[config.mk]
export PLATFORM = sky130hd
export DESIGN_NAME = ioc_bank
export DESIGN_NICKNAME = d
export VERILOG_FILES = /design/src/rtl/ioc_pkg.sv /design/src/rtl/ioc_cfg_store.sv /design/src/rtl/ioc_oe_mux.sv /design/src/rtl/ioc_driver.sv /design/src/rtl/ioc_bank.sv
export SDC_FILE = /design/constraint.sdc
export NUM_CORES = 1
export LEC_CHECK = 0
export BUFFER_PORTS_ARGS = -buffer_cell sky130_fd_sc_hd__clkbuf_2
export CAP_MARGIN = 20
export CORE_ASPECT_RATIO = 1.4
export CORE_UTILIZATION = 50
export CTS_CLUSTER_SIZE = 8
export DETAILED_ROUTE_END_ITERATION = 16
export MAX_ROUTING_LAYER = met4
export PLACE_DENSITY = 0.86
export RECOVER_POWER = 50
export REMOVE_ABC_BUFFERS = 1
export SKIP_CTS_REPAIR_TIMING = 1
export SYNTH_ARGS = -nofsm -noshare
export SYNTH_HDL_FRONTEND = slang
export SYNTH_SLANG_ARGS = --single-unit
[constraint.sdc]
create_clock -name clk -period 3.4 [get_ports clk]
set_input_delay 0.34 -clock clk [delete_from_list [all_inputs] [get_ports clk]]
set_output_delay 0.34 -clock clk [all_outputs]
set_load 0.02 [all_outputs]
[src/rtl/ioc_pkg.sv]
package ioc_pkg;

  typedef enum logic [1:0] {
    MODE_IN     = 2'd0,
    MODE_OUT    = 2'd1,
    MODE_BIDIR  = 2'd2,
    MODE_IN_ALT = 2'd3
  } ioc_mode_e;

  typedef enum logic [1:0] {
    SRC_ON  = 2'd0,
    SRC_G0  = 2'd1,
    SRC_G1  = 2'd2,
    SRC_PT  = 2'd3
  } ioc_src_e;

  // field layout, msb first: slew, source, open-drain, mode
  typedef struct packed {
    logic      slow;
    ioc_src_e  src;
    logic      odrain;
    ioc_mode_e mode;
  } ioc_cfg_t;

  localparam int IOC_CFG_W = $bits(ioc_cfg_t);

  // driver enable chosen by the mode and the enable-source field
  function automatic logic f_enable(ioc_cfg_t c, logic g0, logic g1, logic pt);
    logic sel;
    unique case (c.src)
      SRC_ON:  sel = 1'b1;
      SRC_G0:  sel = g0;
      SRC_G1:  sel = g1;
      default: sel = pt;
    endcase
    unique case (c.mode)
      MODE_OUT:   return 1'b1;
      MODE_BIDIR: return sel;
      default:    return 1'b0;
    endcase
  endfunction

  // output level toward the pad for the selected drive style
  function automatic logic f_level(logic odrain, logic dout);
    return odrain ? 1'b0 : dout;
  endfunction

  // pad enable for the selected drive style
  function automatic logic f_oe(logic odrain, logic en, logic dout);
    return odrain ? (en & ~dout) : en;
  endfunction

endpackage

[src/rtl/ioc_cfg_store.sv]
module ioc_cfg_store
  import ioc_pkg::*;
#(
  parameter int NCELL = 8
) (
  input  logic                     clk,
  input  logic                     rst_n,
  input  logic                     we,
  input  logic [$clog2(NCELL)-1:0] idx,
  input  logic [IOC_CFG_W-1:0]     word,
  output logic [NCELL*IOC_CFG_W-1:0] cfg_flat
);
  localparam int IW = $clog2(NCELL);

  for (genvar i = 0; i < NCELL; i++) begin : g_cell
    logic [IOC_CFG_W-1:0] r_cfg;
    logic                 hit;
    assign hit = we && (idx == IW'(i));
    always_ff @(posedge clk or negedge rst_n) begin
      if (!rst_n)   r_cfg <= '0;
      else if (hit) r_cfg <= word;
    end
    assign cfg_flat[i*IOC_CFG_W +: IOC_CFG_W] = r_cfg;
  end
endmodule

[src/rtl/ioc_oe_mux.sv]
module ioc_oe_mux
  import ioc_pkg::*;
(
  input  ioc_cfg_t cfg,
  input  logic     goe0,
  input  logic     goe1,
  input  logic     pt_oe,
  output logic     drv_en
);
  always_comb drv_en = f_enable(cfg, goe0, goe1, pt_oe);
endmodule

[src/rtl/ioc_driver.sv]
module ioc_driver
  import ioc_pkg::*;
(
  input  logic odrain,
  input  logic drv_en,
  input  logic dout,
  output logic pad_out,
  output logic pad_oe
);
  always_comb begin
    pad_out = f_level(odrain, dout);
    pad_oe  = f_oe(odrain, drv_en, dout);
  end
endmodule

[src/rtl/ioc_bank.sv]
module ioc_bank
  import ioc_pkg::*;
#(
  parameter int NCELL = 8
) (
  input  logic                     clk,
  input  logic                     rst_n,
  input  logic                     cfg_we,
  input  logic [$clog2(NCELL)-1:0] cfg_idx,
  input  logic [IOC_CFG_W-1:0]     cfg_word,
  input  logic                     goe0,
  input  logic                     goe1,
  input  logic [NCELL-1:0]         cell_dout,
  input  logic [NCELL-1:0]         cell_pt_oe,
  input  logic [NCELL-1:0]         pad_in,
  output logic [NCELL-1:0]         pad_out,
  output logic [NCELL-1:0]         pad_oe,
  output logic [NCELL-1:0]         pad_slow,
  output logic [NCELL-1:0]         grp_in
);
  // named internal events, observed by the bound checker
  logic [NCELL*IOC_CFG_W-1:0] cfg_flat;
  logic [NCELL-1:0]           drv_en;
  logic [NCELL-1:0]           is_input_only;
  logic [NCELL-1:0]           is_od;

  ioc_cfg_store #(.NCELL(NCELL)) u_store (
    .clk      (clk),
    .rst_n    (rst_n),
    .we       (cfg_we),
    .idx      (cfg_idx),
    .word     (cfg_word),
    .cfg_flat (cfg_flat)
  );

  for (genvar i = 0; i < NCELL; i++) begin : g_cell
    ioc_cfg_t c;
    assign c = ioc_cfg_t'(cfg_flat[i*IOC_CFG_W +: IOC_CFG_W]);
    assign is_input_only[i] = (c.mode == MODE_IN) || (c.mode == MODE_IN_ALT);
    assign is_od[i]         = c.odrain;
    assign pad_slow[i]      = c.slow;

    ioc_oe_mux u_mux (
      .cfg    (c),
      .goe0   (goe0),
      .goe1   (goe1),
      .pt_oe  (cell_pt_oe[i]),
      .drv_en (drv_en[i])
    );

    ioc_driver u_drv (
      .odrain  (c.odrain),
      .drv_en  (drv_en[i]),
      .dout    (cell_dout[i]),
      .pad_out (pad_out[i]),
      .pad_oe  (pad_oe[i])
    );
  end

  // pad level always returns to the routing network
  assign grp_in = pad_in;
endmodule

==> results of run 1 <==
-- metal layers --
layer | GRT usage (%) | vias to the layer above | wire [um] | share of wire [%]
met5 | - | - | 0 | 0
met2 | 30.2 | 48 | 2490 | 51
met1 | 22.5 | 854 | 2120 | 43
met4 | 6.11 | 0 | 76 | 1.6
li1 | - | 799 | - | -
met3 | 4.70 | 6 | 193 | 3.9
-- power by group through the flow --
stage | combinational [mW] | sequential, mW | clock, mW
final | 0.474 | 0.788 | 0.341
after floorplan | 0.313 | 0.799 | 0
after CTS | 0.487 | 0.789 | 0.353
after detailed placement | 0.485 | 0.800 | 0
after global routing | 0.524 | 0.808 | 0.374
after global placement | 0.467 | 0.792 | 0
-- cells in the final DEF, fill, tap and decap left out --
master	synthesis	final
dfrtp_1	48	48
inv_1	17	17
nor3b_4	2	2
a221oi_1	1	1
nor3b_1	7	7
nand4_1	1	1
mux2_2	56	56
nand3_1	1	1
nand2b_1	1	2
clkbuf_8	0	6
nand4b_1	3	3
or3b_2	7	7
clkbuf_2	0	51
nor2b_1	8	8
nand2_1	1	1
nor3_1	0	2
ha_1	16	16
a2111oi_0	7	7
clkbuf_1	0	3
clkinv_2	0	2
a31oi_1	1	1
a21oi_1	7	7
-- kinds of logic after synthesis --
group	after synthesis	share of synthesized area [%]
AO/OA/AOI/OAI	16	4.03
adder cells (fa/ha/maj)	16	7.24
buffers and inverters	52	11.8
flip-flops	48	43.4
multiplexers	56	22.8
AND/OR/NAND/NOR	34	10.7
-- path summary, 6_finish.rpt --
kind,to,startpoint,depth (start not counted)
max,pad_oe[7],u_store.g_cell[7].r_cfg[0]$_DFFE_PN0P_,4
min,u_store.g_cell[6].r_cfg[2]$_DFFE_PN0P_,rst_n,1
max reg2reg,u_store.g_cell[5].r_cfg[1]$_DFFE_PN0P_,u_store.g_cell[5].r_cfg[1]$_DFFE_PN0P_,1
min reg2reg,u_store.g_cell[1].r_cfg[5]$_DFFE_PN0P_,u_store.g_cell[1].r_cfg[5]$_DFFE_PN0P_,1
max in group asynchronous,u_store.g_cell[0].r_cfg[4]$_DFFE_PN0P_,rst_n,2
min in group clk,u_store.g_cell[7].r_cfg[0]$_DFFE_PN0P_,cfg_word[0],2
-- final cells by class --
type,instances,area (um^2),share of cell area (%)
tap,66,82.6,2.83
clock inverter,2,10.0,0.343
timing repair buffer,54,267,9.15
multi-input combinational,122,1210,41.4
clock buffer,6,82.6,2.83
sequential,48,1200,41.2
inverter,17,63.8,2.19
-- through the flow --
step	cell area [um^2]	setup WS [ns]	util (%)	total power, mW	hold slack (ns)
global route	2910	0.841	55.7	1.71	0.449
CTS	2950	1.34	56.3	1.63	0.0732
detailed placement	2860	1.64	54.6	1.29	0.405
floorplan	2500	1.28	-	1.11	0.0444
global placement	2860	1.65	54.6	1.26	0.398
finish	2910	1.33	55.7	1.60	0.343
-- worst max-delay path, cell delays in order (launching register included) --
cell and delay (ns):
dfrtp_1 0.38, inv_1 0.06, ha_1 0.29, a2111oi_0 0.44, clkbuf_2 0.26
==> impl_metrics.tcl, run 1 <==
set metrics [dict create \
    fin_crit_ns 2.07 \
    dieArea_um2 5840 \
    power.density_nw_per_um2 550 \
    drive_gt1_share_pct 49.8 \
    start_util_pct 52.8 \
    pwr-share-comb_pct 29.6 \
    finalCritPeriodShare_pct 60.8 \
    stdcell_count 315 \
    nets 302 \
    grt_start_max_net_pins 28 \
    arrival_ns 1.73 \
    wl_um 4890 \
    cp_max_fo 3 \
    drv_slew 0 \
    dpl.cell_count 307 \
    seqPwrFrac_pct 49.1 \
    clock-sinks 48 \
    tightest_slew_ns 1.39 \
    maxSlewHeadroom_pct 7.19 \
    rrSetupSlack_ns 2.61 \
    die_w_um 64.9 \
    diodes 0 \
    synth_ff_type "dfrtp_1" \
    switchingPower_mw 0.504 \
    regMostFlops "u_store.g_cell.r_cfg" \
    grt.total_usage_pct 18.7 \
    max_cap_viol_count 0 \
    power.internal_mw 1.10 \
    grt_pass1_vias 1737 \
    synthCells 222 \
    clk_pin_slew_worst_paths_ns 0.09 \
    dr_total_vias 1707 \
    crit_type "reg2out" \
    cts-root-buf "clkbuf_8" \
    largestRegisters "u_store.g_cell.r_cfg: 48 flops" \
    dp.final_hpwl_um 3620 \
    synth_seq_cells 48 \
    clock_latency_ns 0.29 \
    clock_path_buffers 2 \
    synth_top_area_share_pct 43.4 \
    grt_pass1_wl_um 8080 \
    finalSetupViolations 0 \
    synth_area_um2 2770 \
    largest_register_ffs 48 \
    seq_area_frac_synth_pct 43.4 \
    ys_warn_count 0 \
    nFillCells 463 \
    synth_commonest_cells "56 x mux2_2, 48 x dfrtp_1, 35 x buf_4" \
    htree_levels 2 \
    hold_viol 0 \
    first_pass_iters 4 \
    antenna_found_initial 0 \
    p_clk_share_pct 21.3 \
    min-delay-path-class "in2async" \
    p_leak_nw 1.37 \
    synthArstFlopShare_pct 100 \
    top_level_ports 70 \
    status "complete, no violations" \
    avgSynthCellArea_um2 12.5 \
    end_kind "output pin" \
    cts_buffers 5 \
    core_area_um2 5240 \
    viasPerCell 5.42 \
    antenna_left 0 \
    cts_tree "built" \
    grt_overflow 0 \
    die_h_um 90.0 \
    drc 0 \
    finalClockSkew_ns 0 \
    synth_cell_types 20 \
    switching_share_pct 31.5 \
    tns_ns 0 \
    startpoint_type "flip-flop" \
    yosysMostFrequentCell "mux2_2" \
    port_buffers 53 \
    yosysTopAreaCell "dfrtp_1" \
    fmaxAchievable_ghz 0.484 \
    rsz0062_at_grt "no" \
    wl_per_cell_um 15.5 \
    crit_required_ns 3.06 \
    ys_top_cells_by_area "dfrtp_1 43%, mux2_2 23%, buf_4 9.5%, ha_1 7.2%, inv_1 2.3%" \
    synth_edf_count 0 \
    routabilityCongestion 0.754 \
    peakVddDrop_mv 0.252 \
    areaGrowthSynthToFinish_pct 5.38 \
    num_rows 31 \
    drtIter0Drc 89 \
]
(Power assumes the default switching activity.)
==> run 2: changes to the inputs <==
- CORE_UTILIZATION: 50 -> 48
- clock period: 3.4 -> 1.8 ns (I/O delays scaled with it)
==> run 2 against run 1 <==
Net effect: via count is 0.35% higher; clock power grew 72%; design area is 3.8% higher; sequential share of layout area decreased by 1.5 points; non-clock buffer count grew 3; critical path type unchanged; highest routed layer unchanged.
==> impl_metrics.tcl, run 2 (same netlist as run 1, synthesis figures left out) <==
set metrics [dict create \
    status "complete, no violations" \
    dpl.cell_count 309 \
    end_kind "output pin" \
    diodes 0 \
    tightest_slew_ns 1.17 \
    routabilityCongestion 0.759 \
    grt-busiest-layer "met2" \
    antenna_left 0 \
    largest_register_ffs 48 \
    htree_levels 2 \
    dp.final_hpwl_um 3620 \
    hp-start "cfg_word[5]" \
    layout_common_cells "56 x mux2_2, 48 x dfrtp_1, 46 x clkbuf_2" \
    drive_gt1_share_pct 55.4 \
    seqCellArea_um2 1200 \
    startpoint_type "flip-flop" \
    use_met2_pct 30.5 \
    grt_pass1_vias 1702 \
    largestRegisters "u_store.g_cell.r_cfg: 48 flops" \
    crit_required_ns 1.62 \
    finalSetupViolations 0 \
    use_met1_pct 21.9 \
    finalPower_mw 3.13 \
    drc 0 \
    antenna_found_initial 0 \
    drtIter0Drc 45 \
    clock-sinks 48 \
    min-delay-path-class "in2reg" \
    areaGrowthSynthToFinish_pct 9.41 \
    hold_viol 0 \
    cts_tree "built" \
    clock_path_buffers 2 \
    nFillCells 493 \
    die_w_um 66.1 \
    fin_ws_ns 0.0401 \
    final_common_cell "mux2_2" \
    max_cap_viol_count 0 \
    clk_pin_slew_worst_paths_ns 0.08 \
    core_area_um2 5530 \
    wl_um 5080 \
    p_leak_nw 1.39 \
    top_level_ports 70 \
    num_rows 32 \
    finish.utilization_pct 54.8 \
    fmaxAchievable_ghz 0.568 \
    viasPerCell 5.37 \
    post-place-ws_ns 0.252 \
    dieArea_um2 6070 \
    critPathLaunch "u_store.g_cell[7].r_cfg[4]$_DFFE_PN0P_" \
    crit_type "reg2out" \
    grt_start_max_net_pins 49 \
    gr-usage-met3_pct 3.36 \
    regMostFlops "u_store.g_cell.r_cfg" \
    grt_overflow 0 \
    start_util_pct 50.0 \
    power.density_nw_per_um2 1030 \
    grt_pass1_wl_um 8110 \
    rsz0062_at_grt "yes" \
    cts_buffers 5 \
    port_buffers 53 \
    cp_max_fo 3 \
    arrival_ns 1.58 \
    crit-reg2reg-launch "u_store.g_cell[7].r_cfg[0]$_DFFE_PN0P_" \
    maxSlewHeadroom_pct 21.7 \
    fin_crit_ns 1.76 \
    stdcell_count 319 \
    die_h_um 91.8 \
    grt.total_usage_pct 18.2 \
    dr_total_vias 1713 \
    multi_input_area_um2 1300 \
    clock_latency_ns 0.29 \
    first_pass_iters 4 \
    drv_slew 0 \
    cts-root-buf "clkbuf_8" \
    nets 305 \
    finalClockSkew_ns 0 \
    wl_per_cell_um 15.9 \
    finalCritPeriodShare_pct 97.8 \
    tns_ns 0 \
    peakVddDrop_mv 0.421 \
]
run 2: changes by cell type in the layout (fill, tap and decap cells not counted), sizes merged:
cell and delta:
buf +9, clkbuf -7, clkinv -1, dlygate4sd3 +1
run 2: critical path, cell delays in order, from the launching register on:
cell and delay [ns]:
dfrtp_1 0.39, or3b_2 0.44, a21oi_1 0.22, a2111oi_2 0.07, buf_2 0.17
run 2: final cells by class:
class	count	area share, %
Tap cell	68	2.81
Inverter	17	2.11
Sequential cell	48	39.7
Clock inverter	1	0.165
Multi-Input combinational cell	122	43.0
Timing Repair Buffer	57	9.80
Clock buffer	6	2.40
run 2: path summary, 6_finish.rpt:
kind | to | slack, ns | depth (start not counted)
min in group asynchronous | u_store.g_cell[5].r_cfg[1]$_DFFE_PN0P_ | 0.75 | 3
max | pad_oe[7] | 0.04 | 4
min reg2reg | u_store.g_cell[4].r_cfg[5]$_DFFE_PN0P_ | 0.51 | 1
max in group asynchronous | u_store.g_cell[1].r_cfg[1]$_DFFE_PN0P_ | 0.34 | 3
max reg2reg | u_store.g_cell[7].r_cfg[0]$_DFFE_PN0P_ | 0.92 | 2
min | u_store.g_cell[7].r_cfg[5]$_DFFE_PN0P_ | 0.29 | 2
run 2: layer usage:
metal,vias up,part of all wire [%]
li1,802,-
met3,2,4.0
met4,0,0.57
met1,859,42
met5,-,0
met2,50,53
run 2: power breakdown:
part           internal, mW  switching, mW
Sequential             1.32          0.185
Combinational         0.535          0.510
Clock                 0.264          0.321
Total                  2.12           1.02
run 2: stage by stage:
step	hold WS [ns]	cell area, um^2
after global routing	0.278	3030
after floorplan	-0.116	2500
final	0.288	3030
after global placement	0.189	2870
after CTS	-0.125	2950
after detailed placement	0.186	2870
